### src/rtl/lawin_pkg.sv
package lawin_pkg;

    parameter int unsigned LA_W   = 8;
    localparam int unsigned N_HALF = 2;
    localparam int unsigned REG_W  = LA_W * N_HALF;

    typedef logic [LA_W-1:0] la_t;

    typedef struct packed {
        la_t hi;
        la_t lo;
    } win_t;

    typedef enum logic [2:0] {
        WM_OFF     = 3'd0,
        WM_SPAN    = 3'd1,
        WM_WRAP    = 3'd2,
        WM_ALL_OUT = 3'd3,
        WM_ALL_IN  = 3'd4
    } wmode_e;

    function automatic wmode_e classify(input win_t w);
        wmode_e m;
        if (w.hi == w.lo) begin
            if (w.hi == '0)
                m = WM_OFF;
            else if (w.hi[LA_W-1])
                m = WM_ALL_OUT;
            else
                m = WM_ALL_IN;
        end else if (w.hi > w.lo) begin
            m = WM_SPAN;
        end else begin
            m = WM_WRAP;
        end
        return m;
    endfunction

    function automatic logic half_open(input la_t a, input la_t base, input la_t limit);
        return (a >= base) && (a < limit);
    endfunction

endpackage

### src/rtl/lawin_reg.sv
module lawin_reg
    import lawin_pkg::*;
(
    input  logic              clk,
    input  logic              rst,
    input  logic              we,
    input  logic [N_HALF-1:0] be,
    input  logic [REG_W-1:0]  wdata,
    output win_t              win,
    output logic [REG_W-1:0]  rdata
);

    logic [N_HALF-1:0][LA_W-1:0] half_q;
    logic [REG_W-1:0]            rd_q;

    always_ff @(posedge clk) begin
        if (rst) begin
            half_q <= '0;
            rd_q   <= '0;
        end else begin
            for (int h = 0; h < N_HALF; h++) begin
                if (we && be[h])
                    half_q[h] <= wdata[h*LA_W +: LA_W];
            end
            rd_q <= half_q;
        end
    end

    assign win   = win_t'(half_q);
    assign rdata = rd_q;

    for (genvar g = 0; g < N_HALF; g++) begin : g_hold_chk
        AST_HALF_HOLD: assert property (@(posedge clk) disable iff (rst)
            !(we && be[g]) |=> $stable(half_q[g]))
            else $error("bound %0d changed without its enable", g);
    end

endmodule

### src/rtl/lawin_mode.sv
module lawin_mode
    import lawin_pkg::*;
(
    input  win_t   win,
    output wmode_e mode
);

    always_comb begin
        mode = classify(win);
    end

endmodule

### src/rtl/lawin_path.sv
module lawin_path
    import lawin_pkg::*;
#(
    parameter bit INBOUND = 1'b1
)(
    input  logic   clk,
    input  logic   rst,
    input  win_t   win,
    input  wmode_e mode,
    input  la_t    addr,
    output logic   fwd
);

    logic span_in;
    logic wrap_in;
    logic hit;

    assign span_in = half_open(addr, win.lo, win.hi);
    assign wrap_in = half_open(addr, win.hi, win.lo);

    if (INBOUND) begin : g_in
        always_comb begin
            unique case (mode)
                WM_SPAN:   hit = span_in;
                WM_WRAP:   hit = !wrap_in;
                WM_ALL_IN: hit = 1'b1;
                default:   hit = 1'b0;
            endcase
        end
    end else begin : g_out
        always_comb begin
            unique case (mode)
                WM_SPAN:    hit = !span_in;
                WM_WRAP:    hit = wrap_in;
                WM_ALL_OUT: hit = 1'b1;
                default:    hit = 1'b0;
            endcase
        end
    end

    always_ff @(posedge clk) begin
        if (rst)
            fwd <= 1'b0;
        else
            fwd <= hit;
    end

endmodule

### src/rtl/lawin_decoder.sv
module lawin_decoder
    import lawin_pkg::*;
(
    input  logic             clk,
    input  logic             rst,
    input  logic             reg_we,
    input  logic [1:0]       reg_be,
    input  logic [15:0]      reg_wdata,
    output logic [15:0]      reg_rdata,
    input  logic [7:0]       in_addr,
    output logic             in_fwd,
    input  logic [7:0]       out_addr,
    output logic             out_fwd
);

    win_t   win;
    wmode_e mode;

    lawin_reg u_reg (
        .clk   (clk),
        .rst   (rst),
        .we    (reg_we),
        .be    (reg_be),
        .wdata (reg_wdata),
        .win   (win),
        .rdata (reg_rdata)
    );

    lawin_mode u_mode (
        .win  (win),
        .mode (mode)
    );

    lawin_path #(.INBOUND(1'b1)) u_in (
        .clk  (clk),
        .rst  (rst),
        .win  (win),
        .mode (mode),
        .addr (in_addr),
        .fwd  (in_fwd)
    );

    lawin_path #(.INBOUND(1'b0)) u_out (
        .clk  (clk),
        .rst  (rst),
        .win  (win),
        .mode (mode),
        .addr (out_addr),
        .fwd  (out_fwd)
    );

    AST_OFF_QUIET: assert property (@(posedge clk) disable iff (rst)
        (mode == WM_OFF) |=> (!in_fwd && !out_fwd))
        else $error("flag raised while window disabled");

    AST_SPLIT_ONE: assert property (@(posedge clk) disable iff (rst)
        ((mode == WM_SPAN || mode == WM_WRAP) && in_addr == out_addr) |=> (in_fwd != out_fwd))
        else $error("same address forwarded both or neither way");

    AST_EQ_ALL_OUT: assert property (@(posedge clk) disable iff (rst)
        (mode == WM_ALL_OUT) |=> (out_fwd && !in_fwd))
        else $error("all-out setting violated");

    AST_EQ_ALL_IN: assert property (@(posedge clk) disable iff (rst)
        (mode == WM_ALL_IN) |=> (in_fwd && !out_fwd))
        else $error("all-in setting violated");

endmodule

### config.mk
export PLATFORM = sky130hd
export DESIGN_NAME = lawin_decoder
export DESIGN_NICKNAME = d
export VERILOG_FILES = /design/src/rtl/lawin_pkg.sv /design/src/rtl/lawin_reg.sv /design/src/rtl/lawin_mode.sv /design/src/rtl/lawin_path.sv /design/src/rtl/lawin_decoder.sv
export SDC_FILE = /design/constraint.sdc
export NUM_CORES = 1
export LEC_CHECK = 0
export ABC_AREA = 1
export BUFFER_PORTS_ARGS = -buffer_cell sky130_fd_sc_hd__buf_2
export CORE_MARGIN = 3
export CORE_UTILIZATION = 55
export DETAILED_ROUTE_END_ITERATION = 16
export GPL_TIMING_DRIVEN = 0
export PLACE_DENSITY = 0.83
export SLEW_MARGIN = 20
export SYNTH_ARGS = -nofsm -noshare
export SYNTH_HDL_FRONTEND = slang
export SYNTH_SLANG_ARGS = --single-unit
### constraint.sdc
create_clock -name clk -period 2.2 [get_ports clk]
set_input_delay 0 -clock clk [delete_from_list [all_inputs] [get_ports clk]]
set_output_delay 0 -clock clk [all_outputs]
set_load 0.02 [all_outputs]
==> out/metrics.yaml, run 1 <==
critical-path-slowest-cell: "dfxtp_1"
detailedRoute.firstPassIterationCount: 4
drive_gt1_frac: 0.233
clock_sinks: 34
finalHoldViolations: 0
synth.top_cell.area_share: 0.332
area_of_the_multi_input_gates_um2: 1200
drc: 0
critPathKind: "reg2reg"
floorplan.rows: 21
clkTransAtPathRegs_ns: 0.07
finalCriticalPeriod_ns: 1.72
cts_made_buffers: 5
ys_top_cells_by_area: "dfxtp_1 (33%), ha_1 (24%), nand2_1 (8.1%)"
core_area_um2: 3470
syn_nets: 341
max_slew.worst_pin.slew_ns: 0.542
synth-edff-count: 0
n_antenna_cell: 0
antenna_found_initial: 0
worstSetupEndpointType: "flop"
number_of_global_route_vias_before_repair: 1940
area.growth.synth_to_final_pct: 26.6
critical_path_arrival_ns: 1.88
die-height_um: 67.0
tns_ns: 0
fp.dieW_um: 67.0
ys_warn_count: 0
postLayoutCoreUtil: 0.748
crit_fanout: 5
clock_tree.htree_level_count: 2
grt_first_pass_wirelength_mm: 8.40
avgRoutedWirePerCell_um: 13.7
worstSkewPairLatency_ns: 0.29
critical-path-max-stage-delay_ns: 0.35
ctsLongestPathBuffers: 2
worst_ir_drop_vdd_uv: 472
post_detailed_route_count_of_antenna_violating_nets: 0
synth_top_cell_by_area: "dfxtp_1"
cp_common_cell: "nand2_1"
relSlewSlack: 0.639
route.detailed.vias_per_inst: 5.28
grt_start_max_net_pins: 11
dp.final_hpwl_mm: 3.75
synthMostInstantiatedCell: "nand2_1"
gp_congestion: 0.832
critical_path.startpoint_type: "flop"
nFillCells: 276
count_of_state_elements_after_synthesis: 34
synth_seq_area_share: 0.332
run_status: "finished clean"
initial_utilization: 0.591
wire_length_after_detailed_routing_mm: 5.21
synthArstFlopShare: 0
p_leak_uw: 0.00134
clock_tree_from_tritoncts: "yes"
report.final.slew_viol_count: 0
setup_viol_count_final: 0
maximum_clock_frequency_ghz: 0.581
grt_setup_unrepaired: "false"
maxCapViolCount: 0
synthTopCellsByCount: "nand2_1 (44), ha_1 (40), dfxtp_1 (34), inv_1 (32), a21oi_1 (31)"
worstPathCellList: "inv_1 -> ha_1 -> nand2_1 -> nor2_1 -> nand4_1 -> nand3_1 -> nand2_1 -> nand2_1 -> nand2_1 -> nor2_1 -> nor2_1"
post_synthesis_cells: 264
total_gr_overflow: 0
post-route-period-util: 0.782
fin_skew_ns: 0.00661
port_buffers: 53
finish.net_count: 412
fin_total_pwr_uw: 1720
ff_latch_area_um2: 681
num_vias: 2011
cts-root-buf: "clkbuf_8"
power_density_nw_per_um2: 665
groute.usage.overall: 0.255
worst_ep_required_time_ns: 2.36
synth_flop_cell: "dfxtp_1"
kind_of_path_behind_the_tightest_hold_check: "in2reg"
io-pin-count: 55
synth_area_um2: 2050
initialDrtViolationCount: 119
syn_avg_cell_area_um2: 7.76
fp.dieArea_um2: 4490
yosys.cell_types.count: 25
==> stage by stage <==
| stage | setup slack (ns) | hold slack, ns | std cells | instance area (µm²) |
|---|---|---|---|---|
| floorplan | 0.765 | 0.176 | 264 | 2050 |
| global placement | 0.604 | 0.272 | 363 | 2370 |
| detailed placement | 0.547 | 0.275 | 363 | 2370 |
| CTS | 0.480 | 0.00911 | 381 | 2590 |
| global route | 0.359 | 0.0170 | 381 | 2590 |
| finish | 0.479 | 0.0165 | 381 | 2590 |
==> worst max-delay path, delay by kind of cell (launching register included) <==
| family | cells | cell delay [ns] |
|---|---|---|
| buffers and inverters | 1 | 0.12 |
| flip-flops | 1 | 0.35 |
| adder cells (fa/ha/maj) | 1 | 0.33 |
| AND/OR/NAND/NOR | 9 | 0.78 |
==> layer usage <==
metal,track usage,part of all wire,vias to the layer above
met4,0.0937,0.013,0
met2,0.459,0.50,76
met3,0.0675,0.078,8
met5,0,0,-
li1,-,-,1014
met1,0.284,0.41,913
==> state kept, by name, summed over array words and instances, names as in the netlist <==
register,count
u_out.fwd,1
u_reg.win,16
u_reg.rdata,16
u_in.fwd,1
==> final cells by class <==
cell class,instances,area share
inverters,37,0.0535
repair buffers,64,0.145
flip-flops and latches,34,0.262
multi-input cells,188,0.465
well taps,46,0.0222
clock buffers,6,0.0318
clock inverters,1,0.0116
plain buffers,5,0.00917
==> where the power goes <==
group | total, µW | switching (µW) | internal (µW)
combinational | 460 | 277 | 183
clock | 594 | 232 | 362
sequential | 670 | 14.0 | 656
total | 1720 | 523 | 1200
==> repair_timing <==
item / CTS / global route
resized for setup: 0 / 0
hold buffers: 11 / 0
endpoints found under the setup margin: 0 / 0
buffers inserted: 0 / 0
endpoints found under the hold margin: 11 / 0
==> logic make-up after synthesis <==
| group | synth area share |
|---|---|
| AOI/OAI and AO/OA | 0.139 |
| DFF | 0.332 |
| and+or+nand+nor | 0.205 |
| adders and majority gates | 0.244 |
| buffers and inverters | 0.0794 |
==> worst paths after layout <==
check / startpoint / to / slack, ns / depth (start not counted)
min reg2reg: u_reg.win[3] / u_reg.rdata[3] / 0.53 / 2
max: u_reg.win[15] / u_in.fwd / 0.48 / 11
min: rst / u_reg.rdata[0] / 0.02 / 2
max reg2reg: u_reg.win[15] / u_in.fwd / 0.48 / 11
==> layout by cell type (no fill, tap or decap), drive strengths merged, types with 3 or more instances in the layout <==
master	n
nand3	3
nor2	32
buf	58
dlygate4sd3	11
o21ai	20
nand2	49
nand4	6
ha	40
inv	36
a21oi	31
clkbuf	6
dfxtp	34
Power figures use the tool's default switching activity.
==> run 2: changes to the inputs <==
--- a/config.mk
+++ b/config.mk
@@ -5,13 +5,13 @@
 export SDC_FILE = /design/constraint.sdc
 export NUM_CORES = 1
 export LEC_CHECK = 0
-export ABC_AREA = 1
+export ABC_AREA = 0
 export BUFFER_PORTS_ARGS = -buffer_cell sky130_fd_sc_hd__buf_2
 export CORE_MARGIN = 3
-export CORE_UTILIZATION = 55
+export CORE_UTILIZATION = 52
 export DETAILED_ROUTE_END_ITERATION = 16
 export GPL_TIMING_DRIVEN = 0
-export PLACE_DENSITY = 0.83
+export PLACE_DENSITY = 0.79
 export SLEW_MARGIN = 20
 export SYNTH_ARGS = -nofsm -noshare
 export SYNTH_HDL_FRONTEND = slang
==> constraint.sdc (replaced) <==
create_clock -name clk -period 1.7 [get_ports clk]
set_input_delay 0 -clock clk [delete_from_list [all_inputs] [get_ports clk]]
set_output_delay 0 -clock clk [all_outputs]
set_load 0.02 [all_outputs]
==> run 2 against run 1 <==
The flow now finishes with violations (negative setup slack). Sequential share of layout area is 1.2 points lower. Maximum frequency shrank 7.5%. Setup slack got worse by 0.64 ns. Combinational power up 24%.
==> out/metrics.yaml, run 2 <==
synthTopCellsByCount: "ha_1 (40), dfxtp_1 (34), a21oi_1 (32), nand2_1 (23), nor2_1 (19)"
ys_warn_count: 0
post-route-period-util: 1.09
tns_ns: -0.161
synthMostInstantiatedCell: "ha_1"
worstSetupEndpointType: "flop"
cts_made_buffers: 5
post_synthesis_cells: 241
die-height_um: 68.7
net-switching-power_uw: 650
ctsLongestPathBuffers: 2
m1WireLength_mm: 2.26
worstSkewPairLatency_ns: 0.29
power_density_nw_per_um2: 731
fp.dieW_um: 68.7
synth_area_um2: 2040
top_layer: "met4"
number_of_global_route_vias_before_repair: 2006
mostFrequentLayoutCell: "buf_2"
power.share.sequential: 0.422
relSlewSlack: 0.668
synth_seq_area_share: 0.333
route.detailed.vias_per_inst: 5.49
synth_flop_cell: "dfxtp_1"
synth.top_cell.area_share: 0.333
fin_total_pwr_uw: 2030
synth-edff-count: 0
postLayoutCoreUtil: 0.748
worst_ir_drop_vdd_uv: 504
wl_met2_mm: 2.77
fin_skew_ns: 0.00315
initial_utilization: 0.549
netSwitchingFraction: 0.320
crit_fanout: 4
grt_setup_unrepaired: "true"
num_vias: 2003
drc: 0
ys_top_cells_by_area: "dfxtp_1 (33%), ha_1 (25%), a21oi_1 (7.8%)"
run_status: "finished, violations left"
fp.dieArea_um2: 4710
wire_length_after_detailed_routing_mm: 5.47
setup_viol_count_final: 1
pwr-share-comb: 0.281
drive_gt1_frac: 0.306
clock_sinks: 34
power.internal_uw: 1380
floorplan.rows: 22
avgRoutedWirePerCell_um: 15.0
critical_path_arrival_ns: 2.04
initialDrtViolationCount: 84
p_leak_uw: 0.00121
total_gr_overflow: 0
gp_congestion: 0.798
critPathKind: "reg2reg"
antenna_found_initial: 0
synth_top_cell_by_area: "dfxtp_1"
maxCapViolCount: 0
port_buffers: 50
syn_avg_cell_area_um2: 8.47
dp.final_hpwl_mm: 3.82
critical_path.startpoint_type: "flop"
clkPwrFrac: 0.297
synthArstFlopShare: 0
most-common-layout-cells: "buf_2 (50), ha_1 (32), a21oi_1 (29)"
max_slew.worst_pin.slew_ns: 0.498
grt_start_max_net_pins: 12
cts-root-buf: "clkbuf_8"
failed_checks: "negative setup slack"
core_area_um2: 3720
syn_nets: 318
kind_of_path_behind_the_tightest_hold_check: "in2reg"
count_of_state_elements_after_synthesis: 34
finalHoldViolations: 0
groute.usage.overall: 0.248
met3RoutedLength_um: 355
worst_ep_required_time_ns: 1.88
area.growth.synth_to_final_pct: 36.2
setup_slack_ns: -0.161
detailedRoute.firstPassIterationCount: 4
maximum_clock_frequency_ghz: 0.537
grt_first_pass_wirelength_mm: 8.68
report.final.slew_viol_count: 0
finalCriticalPeriod_ns: 1.86
clock_tree.htree_level_count: 2
clock_tree_from_tritoncts: "yes"
n_antenna_cell: 0
nFillCells: 278
yosys.cell_types.count: 30
io-pin-count: 55
finish.net_count: 394
clkTransAtPathRegs_ns: 0.08
post_detailed_route_count_of_antenna_violating_nets: 0
preCtsSetupSlack_ns: -0.243
[run 2: cell types whose count changed after synthesis, moves of 4 or more]
cell	before	now
inv_1	32	18
inv_2	4	0
clkbuf_1	0	5
nand3_1	3	17
buf_2	4	0
a211oi_1	0	4
o21ai_1	10	0
nand2_1	44	23
nor2_1	28	19
a21o_1	1	7
nand2_2	5	0
nor2b_1	0	4
[run 2: metrics by stage]
| stage | std cells | hold WS (ns) | cell area, µm² |
|---|---|---|---|
| finish | 365 | 0.102 | 2780 |
| global route | 365 | 0.151 | 2780 |
| CTS | 363 | 0.0762 | 2680 |
| detailed placement | 339 | 0.258 | 2350 |
| global placement | 339 | 0.254 | 2350 |
| floorplan | 241 | 0.140 | 2040 |
[run 2: path summary, 6_finish.rpt]
path | startpoint | to | slack, ns | depth (start not counted)
setup / recovery | u_reg.win[1] | u_out.fwd | -0.16 | 8
hold / removal | reg_be[1] | u_reg.win[15] | 0.10 | 3
setup reg to reg | u_reg.win[1] | u_out.fwd | -0.16 | 8
hold reg to reg | u_reg.win[5] | u_reg.win[5] | 0.47 | 2
[run 2: area by class of cell]
class                      instances  area (µm²)  area share
clock inverter                     2        15.0     0.00540
multi-input combinational        181        1410       0.507
tap                               48        60.1      0.0216
sequential                        34         696       0.250
timing repair buffer              69         433       0.156
inverter                          18        70.1      0.0252
buffer                             8        30.0      0.0108
clock buffer                       5        68.8      0.0247
[run 2: metal layers]
metal	track usage	up-vias
met4	0.0844	0
met5	0	-
li1	-	1016
met3	0.0729	11
met2	0.453	65
met1	0.270	911
[run 2: repair_timing]
action,4_1_cts,5_1_grt
pin swaps,5,14
endpoints found under the setup margin,2,2
hold endpoints to repair,16,0
hold buffers,16,0
resized for setup,15,23
setup buffers,1,2
[run 2: kinds of logic (layout without fill, tap and decap cells)]
group	count (synthesis)	in the layout	synth area share
flip-flops	34	34	0.333
AND/OR/NAND/NOR	77	77	0.180
adder cells (fa/ha/maj)	40	40	0.245
AO/OA/AOI/OAI	64	64	0.194
buffers and inverters	26	102	0.0478
[run 2: power groups by stage]
stage	clock network [µW]	logic (µW)	registers, µW
floorplan	0	286	898
global placement	0	433	871
detailed placement	0	451	874
CTS	601	505	856
global route	640	636	862
finish	604	571	858
[run 2: critical path: stages, from the launching register on]
cell       delay, ns
dfxtp_2         0.34
inv_4           0.09
ha_4            0.20
nor2b_4         0.12
o211ai_1        0.25
a21oi_2         0.10
o21ai_2         0.21
a211oi_2        0.06
a2111oi_2       0.39
